--- src/rtl/dacl_pkg.sv ---
`timescale 1ns/1ps
package dacl_pkg;
    // Positions of the individual lines inside the synchronizer vector
    typedef enum int unsigned {
        SY_SCLK = 0,
        SY_FS   = 1,
        SY_SDI  = 2,
        SY_LD   = 3,
        SY_CLR  = 4
    } sync_idx_e;
    localparam int unsigned SYNC_LINES = 5;
    // Idle levels: clock, frame sync and both strobes rest high, data rests low
    localparam logic [SYNC_LINES-1:0] SYNC_IDLE = 5'b11011;
endpackage

--- src/rtl/dacl_sync.sv ---
`timescale 1ns/1ps
module dacl_sync #(
    parameter int unsigned W      = 5,
    parameter int unsigned STAGES = 2,
    parameter logic [W-1:0] IDLE  = '0
) (
    input  logic         clk,
    input  logic         rst_n,
    input  logic [W-1:0] async_i,
    output logic [W-1:0] sync_o
);
    logic [STAGES-1:0][W-1:0] chain_d, chain_q;

    always_comb begin
        chain_d = {chain_q[STAGES-2:0], async_i};
    end

    always_ff @(posedge clk or negedge rst_n) begin
        if (!rst_n) chain_q <= {STAGES{IDLE}};
        else        chain_q <= chain_d;
    end

    assign sync_o = chain_q[STAGES-1];
endmodule

--- src/rtl/dacl_shift.sv ---
`timescale 1ns/1ps
module dacl_shift #(
    parameter int unsigned WORD_W = 16,
    parameter int unsigned CODE_W = 12,
    parameter int unsigned SEL_W  = 3
) (
    input  logic              clk,
    input  logic              rst_n,
    input  logic              sclk_s,
    input  logic              fs_n_s,
    input  logic              sdi_s,
    input  logic              addr_strap,
    output logic              sdo,
    output logic              wr_en,
    output logic [SEL_W-1:0]  wr_sel,
    output logic [CODE_W-1:0] wr_code
);
    localparam int unsigned CNT_W = $clog2(WORD_W + 1);
    localparam logic [CNT_W-1:0] CNT_FULL = CNT_W'(WORD_W);
    localparam logic [CNT_W-1:0] CNT_LAST = CNT_W'(WORD_W - 1);

    typedef struct packed {
        logic [WORD_W-1:0] shreg;
        logic [CNT_W-1:0]  cnt;
        logic              sclk_prev;
        logic              wr_en;
        logic [SEL_W-1:0]  wr_sel;
        logic [CODE_W-1:0] wr_code;
    } shift_st_t;

    shift_st_t st_d, st_q;
    logic              fall;
    logic [WORD_W-1:0] word_nx;

    always_comb begin
        st_d           = st_q;
        st_d.wr_en     = 1'b0;
        st_d.sclk_prev = sclk_s;
        fall           = st_q.sclk_prev & ~sclk_s;
        word_nx        = {st_q.shreg[WORD_W-2:0], sdi_s};
        if (fs_n_s) begin
            st_d.cnt = '0;
        end else if (fall) begin
            st_d.shreg = word_nx;
            if (st_q.cnt != CNT_FULL) st_d.cnt = st_q.cnt + 1'b1;
            if (st_q.cnt == CNT_LAST && word_nx[SEL_W] == addr_strap) begin
                st_d.wr_en   = 1'b1;
                st_d.wr_sel  = word_nx[SEL_W-1:0];
                st_d.wr_code = word_nx[WORD_W-1 -: CODE_W];
            end
        end
    end

    always_ff @(posedge clk or negedge rst_n) begin
        if (!rst_n) st_q <= '0;
        else        st_q <= st_d;
    end

    assign sdo     = st_q.shreg[WORD_W-1];
    assign wr_en   = st_q.wr_en;
    assign wr_sel  = st_q.wr_sel;
    assign wr_code = st_q.wr_code;

    // with frame sync high nothing is shifted
    assert_idle_no_shift_R1: assert property (@(posedge clk) disable iff (!rst_n)
        fs_n_s |=> $stable(st_q.shreg));
    // the bit count is back at zero after frame sync is seen high
    assert_count_restart_R6: assert property (@(posedge clk) disable iff (!rst_n)
        fs_n_s |=> (st_q.cnt == '0));
    // a write is issued only together with the sixteenth counted edge
    assert_write_on_last_R4: assert property (@(posedge clk) disable iff (!rst_n)
        wr_en |-> (st_q.cnt == CNT_FULL && $past(st_q.cnt) == CNT_LAST));
endmodule

--- src/rtl/dacl_bank.sv ---
`timescale 1ns/1ps
module dacl_bank #(
    parameter int unsigned CHANNELS = 8,
    parameter int unsigned CODE_W   = 12,
    parameter int unsigned SEL_W    = 3
) (
    input  logic                         clk,
    input  logic                         rst_n,
    input  logic                         wr_en,
    input  logic [SEL_W-1:0]             wr_sel,
    input  logic [CODE_W-1:0]            wr_code,
    input  logic                         load_act,
    input  logic                         clear_act,
    output logic [CHANNELS*CODE_W-1:0]   out_flat
);
    typedef struct packed {
        logic [CHANNELS-1:0][CODE_W-1:0] inl;
        logic [CHANNELS-1:0][CODE_W-1:0] outl;
    } bank_st_t;

    bank_st_t bk_d, bk_q;

    always_comb begin
        bk_d = bk_q;
        if (wr_en && int'(wr_sel) < CHANNELS) bk_d.inl[wr_sel] = wr_code;
        if (clear_act)     bk_d.outl = '0;
        else if (load_act) bk_d.outl = bk_q.inl;
    end

    always_ff @(posedge clk or negedge rst_n) begin
        if (!rst_n) bk_q <= '0;
        else        bk_q <= bk_d;
    end

    assign out_flat = bk_q.outl;

    // clear forces all outputs to zero, whatever load does
    assert_clear_zero_R9: assert property (@(posedge clk) disable iff (!rst_n)
        clear_act |=> (out_flat == '0));
    // load copies the whole input bank at once
    assert_load_copy_R8: assert property (@(posedge clk) disable iff (!rst_n)
        (load_act && !clear_act) |=> (bk_q.outl == $past(bk_q.inl)));
    // input registers move only on a write strobe
    assert_inputs_hold_R5: assert property (@(posedge clk) disable iff (!rst_n)
        !wr_en |=> $stable(bk_q.inl));
endmodule

--- src/rtl/dac_serial_loader.sv ---
`timescale 1ns/1ps
module dac_serial_loader #(
    parameter int unsigned CHANNELS = 8,
    parameter int unsigned CODE_W   = 12,
    parameter int unsigned WORD_W   = 16,
    parameter int unsigned STAGES   = 2
) (
    input  logic                       clk,
    input  logic                       rst_n,
    input  logic                       sclk,
    input  logic                       fs_n,
    input  logic                       sdi,
    input  logic                       addr_strap,
    input  logic                       load_n,
    input  logic                       clear_n,
    output logic                       sdo,
    output logic [CHANNELS*CODE_W-1:0] dac_out
);
    import dacl_pkg::*;
    localparam int unsigned SEL_W = $clog2(CHANNELS);

    logic [SYNC_LINES-1:0] raw, syn;
    logic                  wr_en;
    logic [SEL_W-1:0]      wr_sel;
    logic [CODE_W-1:0]     wr_code;

    always_comb begin
        raw          = '0;
        raw[SY_SCLK] = sclk;
        raw[SY_FS]   = fs_n;
        raw[SY_SDI]  = sdi;
        raw[SY_LD]   = load_n;
        raw[SY_CLR]  = clear_n;
    end

    dacl_sync #(.W(SYNC_LINES), .STAGES(STAGES), .IDLE(SYNC_IDLE)) u_sync (
        .clk(clk), .rst_n(rst_n), .async_i(raw), .sync_o(syn)
    );

    dacl_shift #(.WORD_W(WORD_W), .CODE_W(CODE_W), .SEL_W(SEL_W)) u_shift (
        .clk(clk), .rst_n(rst_n),
        .sclk_s(syn[SY_SCLK]), .fs_n_s(syn[SY_FS]), .sdi_s(syn[SY_SDI]),
        .addr_strap(addr_strap), .sdo(sdo),
        .wr_en(wr_en), .wr_sel(wr_sel), .wr_code(wr_code)
    );

    dacl_bank #(.CHANNELS(CHANNELS), .CODE_W(CODE_W), .SEL_W(SEL_W)) u_bank (
        .clk(clk), .rst_n(rst_n),
        .wr_en(wr_en), .wr_sel(wr_sel), .wr_code(wr_code),
        .load_act(~syn[SY_LD]), .clear_act(~syn[SY_CLR]),
        .out_flat(dac_out)
    );
endmodule

--- config.mk ---
export PLATFORM = sky130hd
export DESIGN_NAME = dac_serial_loader
export DESIGN_NICKNAME = d
export VERILOG_FILES = /design/src/rtl/dacl_pkg.sv /design/src/rtl/dacl_sync.sv /design/src/rtl/dacl_shift.sv /design/src/rtl/dacl_bank.sv /design/src/rtl/dac_serial_loader.sv
export SDC_FILE = /design/constraint.sdc
export NUM_CORES = 1
export LEC_CHECK = 0
export BUFFER_PORTS_ARGS = -buffer_cell sky130_fd_sc_hd__buf_2
export CAP_MARGIN = 20
export CORE_MARGIN = 3
export CORE_UTILIZATION = 38
export DETAILED_ROUTE_END_ITERATION = 12
export HOLD_SLACK_MARGIN = 0.1
export MAX_ROUTING_LAYER = met4
export PLACE_DENSITY = 0.61
export SLEW_MARGIN = 20
export SYNTH_ARGS = -nofsm -noshare
export SYNTH_HDL_FRONTEND = slang
export SYNTH_HIERARCHICAL = 1
export SYNTH_SLANG_ARGS = --single-unit
--- constraint.sdc ---
create_clock -name clk -period 5 [get_ports clk]
set_input_delay 0.25 -clock clk [delete_from_list [all_inputs] [get_ports clk]]
set_output_delay 0.25 -clock clk [all_outputs]
set_load 0.01 [all_outputs]
==> results of run 1 <==
state kept, by name, summed over array words and instances, names as in the netlist:
register	flops
u_sync/sync_o	5
u_shift/st_q	21
u_bank/out_flat	96
u_bank/bk_q	96
u_shift/wr_en	1
u_shift/wr_code	12
u_sync/chain_d	5
u_shift/sdo	1
u_shift/wr_sel	3
layer usage:
metal | GRT usage | part of all wire
met5 | - | 0
met4 | 0.0320 | 0.014
met3 | 0.0354 | 0.058
met2 | 0.212 | 0.45
met1 | 0.193 | 0.48
placed cells by master (no fill, tap or decap), types with 2 or more instances in the layout:
master           n
mux2i_1         97
mux2_2         119
ha_1             3
clkbuf_16       26
inv_6            2
clkinv_2         5
nand4b_1         3
nand2b_1         3
inv_1            4
nor2_1         100
buf_4            2
clkbuf_1         4
dfstp_2          8
mux2_4           9
and4bb_4         3
clkinvlp_4       3
bufinv_16        5
dlygate4sd3_1    6
a21oi_1          2
dfrtp_1        232
buf_2          103
clkbuf_8         4
layout make-up:
type                            count  share of cell area
Inverter                            6             0.00258
Sequential cell                   240               0.540
Timing Repair Buffer              113              0.0562
Multi-Input combinational cell    353               0.279
Tap cell                          335              0.0376
Clock buffer                       34              0.0647
Clock inverter                     14              0.0195
logic make-up (layout without fill, tap and decap cells):
family / count (synthesis) / after routing / share of synthesized area
DFF: 240 / 240 / 0.591
muxes: 225 / 225 / 0.240
AOI/OAI and AO/OA: 5 / 5 / 0.00319
xor gates and xnor gates: 1 / 1 / 0.00160
and+or+nand+nor: 119 / 119 / 0.0569
buffers and inverters: 150 / 167 / 0.104
adders and majority gates: 3 / 3 / 0.00369
critical path: stages, from the launching register on:
cell,delay [ns]
dfstp_2,0.38
inv_6,0.52
buf_4,0.63
mux2i_1,0.26
nor2_1,0.05
how the worst min path moves through the flow:
stage | startpoint | to | slack, ns
after CTS | fs_n | u_sync/chain_d[6] | 0.33
final | addr_strap | u_shift/wr_en | 0.34
after global placement | u_sync/chain_d[7] | u_sync/sync_o[2] | 0.34
after global routing | sclk | u_sync/chain_d[5] | 0.34
after floorplan | rst_n | u_bank/bk_q[100] | -0.05
after detailed placement | u_sync/chain_d[7] | u_sync/sync_o[2] | 0.34
timing repair:
action,4_1_cts,5_1_grt
hold buffers,6,0
endpoints found under the setup margin,0,0
hold endpoints to repair,135,0
power groups by stage:
stage	clock, uW	combinational, uW	sequential [uW]
final	2060	144	2010
after floorplan	0	90.9	2030
after global routing	2210	161	2010
after detailed placement	0	146	2040
after CTS	2110	150	2010
after global placement	0	145	2040
stage by stage:
step                hold WS [ns]  instances  total power (uW)
floorplan                -0.0456        743              2120
global placement           0.341       1041              2190
detailed placement         0.343       1041              2190
CTS                        0.330       1095              4270
global route               0.337       1095              4380
finish                     0.337       1095              4210
==> reports/metrics.cfg, run 1 <==
[global_route]
grt_pass1_vias = 5336
grt_pass1_wl_um = 31200
antenna_found_initial = 0
grtUsageTotal = 0.141
grt_overflow_total = 0
grt_start_max_net_pins = 136

[drt]
wl_per_cell_um = 17.9
drc = 0
drt_wl_total_um = 19600
initialDrtViolationCount = 363
num_vias = 5116
drtAntennaViolNets = 0
viasPerCell = 4.67
first_pass_iters = 7

[placed_design]
place_congestion = 0.708
numPortBuffers = 104
post_dp_cell_area_mm2 = 0.0101
hpwl_um = 11800
place_ws_ns = 2.94

[finish]
layout-drive-gt1-share = 0.393
nFillCells = 2370
seqCellArea_mm2 = 0.00602
diodes = 0
final_area_mm2 = 0.0111
utilization = 0.425
synthToLayoutAreaGrowth_pct = 9.36
nNetsFinal = 751
multi_input_area_mm2 = 0.00311

[floorplan]
dieArea_mm2 = 0.0288
core_mm2 = 0.0262
rows = 59
initial_utilization = 0.389
die_h_um = 170
pin_count = 105
die_x_um = 170

[logic_synthesis]
ys_seq_elements = 240
synthTopCellsByCount = 232 x dfrtp_1, 121 x buf_4, 119 x mux2_2
yosys_warnings = 6
syn_avg_cell_area_um2 = 13.7
yosysTopAreaCell = dfrtp_1
synth_top_area_frac = 0.570
yosysSeqAreaShare = 0.591
synth_nets = 754
synth_area_leaders = dfrtp_1 57%, mux2_2 13%, mux2i_1 9.5%, buf_4 8.9%, nor2_1 3.7%
syn-cell-area_mm2 = 0.0102
ys_async_sr_fraction = 1.00
syn_inst = 743
ys_types = 30
yosysMostFrequentCell = dfrtp_1
synth_edf_count = 0
synth_ff_type = dfrtp_1

[worst_setup_path]
end_kind = register
r2r-end = u_bank/out_flat[72]
crit_path_start_kind = register
reg2reg_slack_ns = 2.99
critPathArrivalTime_ns = 2.39
worstReg2RegStart = u_sync/sync_o[3]
crit_path_end = u_bank/out_flat[72]
cp-startpoint = u_sync/sync_o[3]
required_ns = 5.39
crit_fanout = 62
reg2regPathDepth = 4
critical_path_class = reg -> reg

[sta]
worst_pin_slew_ns = 1.04
clock_skew_ns = 0.0199
finalCriticalPeriod_ns = 2.01
setup_tns_ns = 0
slew_violations = 0
max_freq_mhz = 498
hold_viol = 0
fin_ws_ns = 2.99
rsz0062_at_grt = false
finalSetupViolCount = 0
relSlewSlack = 0.304
period_share = 0.402

[clocking]
cts_tree = yes
cts_setup_buffers = 0
clock_latency_ns = 0.53
clockBufferDepth = 3
clk_pin_slew_ns = 0.06
cts_max_level = 1
cts_sinks = 240
cts_made_buffers = 26
cts-resized-gates = 0
cts-root-buf = clkbuf_16

[pwr]
comb_power_share = 0.034
netSwitchingFraction = 0.212
ir_worst_vdd_mv = 0.277
power.internal_uw = 3320
leakage_uw = 0.00595
power_density_mw_per_mm2 = 378
switchingPower_uw = 890
seqPwrFrac = 0.477
clockPowerShare = 0.489

[job]
cap_viol_max_count = 0

[worst_hold_path]
hold_class = in -> reg
holdPathStages = 4

[outcome]
outcome = complete, no violations

Power figures use the tool's default switching activity.
==> run 2: changes to the inputs <==
==> constraint.sdc (replaced) <==
create_clock -name clk -period 2 [get_ports clk]
set_input_delay 0.1 -clock clk [delete_from_list [all_inputs] [get_ports clk]]
set_output_delay 0.1 -clock clk [all_outputs]
set_load 0.01 [all_outputs]
==> reports/metrics.cfg, run 2 (synthesis results as in run 1) <==
[outcome]
outcome = complete, no violations

[sta]
worst_pin_slew_ns = 0.736
finalSetupViolCount = 0
clock_skew_ns = 0.0134
hold_viol = 0
slew_violations = 0
relSlewSlack = 0.509
finalCriticalPeriod_ns = 1.81
rsz0062_at_grt = false
max_freq_mhz = 553
setup_tns_ns = 0
fin_ws_ns = 0.193
period_share = 0.903

[worst_hold_path]
hold_class = in -> async

[finish]
diodes = 0
layout-drive-gt1-share = 0.401
nFillCells = 2353
final_common_cell = dfrtp_1
seqCellArea_mm2 = 0.00602
synthToLayoutAreaGrowth_pct = 10.9
multi_input_area_mm2 = 0.00311
nNetsFinal = 764
layout_common_cells = 232 x dfrtp_1, 119 x mux2_2, 103 x buf_2, 100 x nor2_1, 97 x mux2i_1

[worst_setup_path]
reg2reg_slack_ns = 0.19
reg2regPathDepth = 5
critical_path_class = reg -> reg
crit_fanout = 16
worstReg2RegStart = u_shift/st_q[17]
cp-startpoint = u_shift/st_q[17]
r2r-end = u_shift/wr_sel[2]
required_ns = 2.40
critPathArrivalTime_ns = 2.20
crit_path_start_kind = register
end_kind = register
crit_path_end = u_shift/wr_sel[2]

[clocking]
hold_buffers = 6
cts-root-buf = clkbuf_16
clk_pin_slew_ns = 0.06
clock_latency_ns = 0.52
cts_sinks = 240
cts_setup_buffers = 0
cts-resized-gates = 0
clockBufferDepth = 3
cts_tree = yes
cts_max_level = 1
cts_made_buffers = 26

[drt]
viasPerCell = 4.68
drtAntennaViolNets = 0
drc = 0
initialDrtViolationCount = 267
drt_wl_total_um = 19700
first_pass_iters = 6
num_vias = 5180
wl_per_cell_um = 17.8

[global_route]
grtUsageTotal = 0.144
grt_pass1_wl_um = 31800
grt_start_max_net_pins = 97
grt_overflow_total = 0
antenna_found_initial = 0
grt_pass1_vias = 5453

[pwr]
power_density_mw_per_mm2 = 931
ir_worst_vdd_mv = 0.442
leakage_uw = 0.00604

[placed_design]
place_congestion = 0.695
hpwl_um = 12100
numPortBuffers = 104
place_ws_ns = 0.183

[floorplan]
rows = 59
die_h_um = 170
pin_count = 105
die_x_um = 170
initial_utilization = 0.389
dieArea_mm2 = 0.0288
core_mm2 = 0.0262

[job]
cap_viol_max_count = 0

[run 2: cell count changes in the layout (fill, tap and decap cells not counted)]
cell	delta
buf_12	+5
buf_4	+8
bufinv_16	-1
clkbuf_1	+2
clkbuf_16	+1
clkbuf_8	+3
clkinv_8	-1
clkinvlp_4	-3
inv_6	-1
[run 2: metal layers]
layer  track usage  routed length [um]
met5             -                   0
met4        0.0317                 331
met3        0.0296                 906
met2         0.218                8970
met1         0.203                9500
[run 2: cell type report]
class / instances / area share
clock inverter: 8 / 0.0124
timing repair buffer: 126 / 0.0696
tap: 335 / 0.0371
clock buffer: 40 / 0.0703
inverter: 6 / 0.00255
sequential: 240 / 0.533
multi-input combinational: 353 / 0.275
[run 2: power breakdown]
group / switching (uW) / internal [uW] / leakage, uW
clock network: 1860 / 3240 / 0.000462
registers: 73.0 / 4950 / 0.00331
logic: 226 / 167 / 0.00227
[run 2: stage by stage]
step / std cells / hold WS, ns / cell area (um2) / util / total power, uW
after detailed placement: 1054 / 0.121 / 10300 / 0.393 / 5510
after CTS: 1108 / 0.156 / 11300 / 0.431 / 10700
after global placement: 1054 / 0.125 / 10300 / 0.393 / 5500
after floorplan: 743 / -0.196 / 10200 / - / 5310
final: 1108 / 0.144 / 11300 / 0.431 / 10500
after global routing: 1108 / 0.190 / 11300 / 0.431 / 10900
[run 2: worst min-delay path by stage]
stage,from,endpoint,slack [ns],depth (start not counted)
global placement,rst_n,u_bank/out_flat[16],0.13,1
global route,rst_n,u_bank/out_flat[16],0.19,2
floorplan,rst_n,u_bank/bk_q[100],-0.20,0
CTS,rst_n,u_bank/out_flat[16],0.16,2
detailed placement,rst_n,u_bank/out_flat[16],0.12,1
finish,rst_n,u_bank/bk_q[118],0.14,2
[run 2: worst max-delay path, stage by stage, from the launching register on]
cell      delay (ns)
dfrtp_1         0.41
ha_1            0.24
and3_1          0.19
ha_1            0.21
nand4b_4        0.27
mux2_2          0.37
==> run 3: changes to the inputs <==
--- a/config.mk
+++ b/config.mk
@@ -7,13 +7,14 @@
 export LEC_CHECK = 0
 export BUFFER_PORTS_ARGS = -buffer_cell sky130_fd_sc_hd__buf_2
 export CAP_MARGIN = 20
+export CORE_ASPECT_RATIO = 1.1
 export CORE_MARGIN = 3
 export CORE_UTILIZATION = 38
 export DETAILED_ROUTE_END_ITERATION = 12
 export HOLD_SLACK_MARGIN = 0.1
 export MAX_ROUTING_LAYER = met4
 export PLACE_DENSITY = 0.61
-export SLEW_MARGIN = 20
+export SLEW_MARGIN = 30
 export SYNTH_ARGS = -nofsm -noshare
 export SYNTH_HDL_FRONTEND = slang
 export SYNTH_HIERARCHICAL = 1
==> reports/metrics.cfg, run 3 (synthesis results as in run 1) <==
[outcome]
outcome = complete, no violations

[worst_setup_path]
required_ns = 2.40
critical_path_class = reg -> reg
crit_path_start_kind = register
critPathArrivalTime_ns = 2.19
end_kind = register
crit_fanout = 16

[sta]
slew_violations = 0
worst_pin_slew_ns = 0.613
max_freq_mhz = 556
relSlewSlack = 0.591
period_share = 0.899
clock_skew_ns = 0.00953
hold_ws_ns = 0.221
finalSetupViolCount = 0
hold_viol = 0
setup_tns_ns = 0
finalCriticalPeriod_ns = 1.80
rsz0062_at_grt = false

[drt]
drt_wl_total_um = 19800
viasPerCell = 4.71
num_vias = 5276
drc = 0
wl_per_cell_um = 17.6
first_pass_iters = 4
drtAntennaViolNets = 0
initialDrtViolationCount = 320

[clocking]
clockBufferDepth = 3
cts_sinks = 240
cts_setup_buffers = 0
cts_made_buffers = 25
clock_latency_ns = 0.51
cts-resized-gates = 0
clk_pin_slew_ns = 0.06
cts-root-buf = clkbuf_16
cts_max_level = 1
cts_tree = yes

[floorplan]
die_h_um = 178
dieArea_mm2 = 0.0288
rows = 62
core_mm2 = 0.0262
pin_count = 105
die_x_um = 162
initial_utilization = 0.388

[placed_design]
hpwl_um = 12100
dp_cells = 1069
post_dp_cell_area_mm2 = 0.0103
place_congestion = 0.714
numPortBuffers = 104

[finish]
layout_common_cells = 232 x dfrtp_1, 119 x mux2_2, 103 x buf_2, 100 x nor2_1, 97 x mux2i_1
final_area_mm2 = 0.0112
diodes = 0
multi_input_area_mm2 = 0.00311
finalNonFillerCells = 1120
nFillCells = 2460
nNetsFinal = 763
seqCellArea_mm2 = 0.00602
layout-drive-gt1-share = 0.391
final_common_cell = dfrtp_1
synthToLayoutAreaGrowth_pct = 9.58

[pwr]
ir_worst_vdd_mv = 0.472
power_density_mw_per_mm2 = 878
leakage_uw = 0.00596

[global_route]
grt_overflow_total = 0
grtUsageTotal = 0.143
grt_pass1_vias = 5345
antenna_found_initial = 0
grt_pass1_wl_um = 31600
grt_start_max_net_pins = 97

[job]
cap_viol_max_count = 0

[worst_hold_path]
hold_class = in -> reg

[run 3: metal layers]
metal  up-vias  wire, um  track usage
met3        27      1020       0.0266
li1       2427         -            -
met2        86      9470        0.225
met4         0       343       0.0370
met1      2736      8930        0.194
met5         -         0            -
[run 3: power breakdown]
| group | internal, uW | switching [uW] | leakage, uW | total (uW) |
|---|---|---|---|---|
| clock | 2580 | 1800 | 0.000375 | 4380 |
| sequential | 4950 | 69.2 | 0.00331 | 5020 |
| combinational | 167 | 231 | 0.00228 | 398 |
[run 3: final cells by class]
type | instances | share of cell area
Clock buffer | 39 | 0.0643
Timing Repair Buffer | 126 | 0.0717
Clock inverter | 4 | 0.00437
Inverter | 6 | 0.00235
Multi-Input combinational cell | 353 | 0.279
Tap cell | 352 | 0.0395
Sequential cell | 240 | 0.539
[run 3: path summary, 6_finish.rpt]
path                       slack [ns]  cells after the start               from                   to
setup reg to reg                 0.20                      5   u_shift/st_q[18]   u_shift/wr_code[6]
setup / recovery                 0.20                      5   u_shift/st_q[18]   u_shift/wr_code[6]
max in group asynchronous        0.73                      4              rst_n    u_sync/chain_d[9]
min in group asynchronous        0.57                      3              rst_n  u_bank/out_flat[30]
hold reg to reg                  0.35                      0  u_sync/chain_d[7]     u_sync/sync_o[2]
hold / removal                   0.22                      4         addr_strap        u_shift/wr_en
[run 3: per-stage QoR]
step	setup slack [ns]	power, uW	utilization
after floorplan	0.297	5310	-
after global placement	0.216	5490	0.393
after detailed placement	0.206	5510	0.393
after CTS	0.199	9960	0.426
after global routing	0.106	10200	0.426
final	0.202	9800	0.426
[run 3: timing repair]
action                                 in CTS  in global routing
endpoints found under the hold margin     237                  0
hold buffers                                8                  0
setup endpoints to repair                   0                  0
[run 3: worst max-delay path: stages, from the launching register on]
cell and delay [ns]:
dfrtp_1 0.40, ha_1 0.20, and3_1 0.17, ha_1 0.18
nand4b_4 0.33, mux2_4 0.41
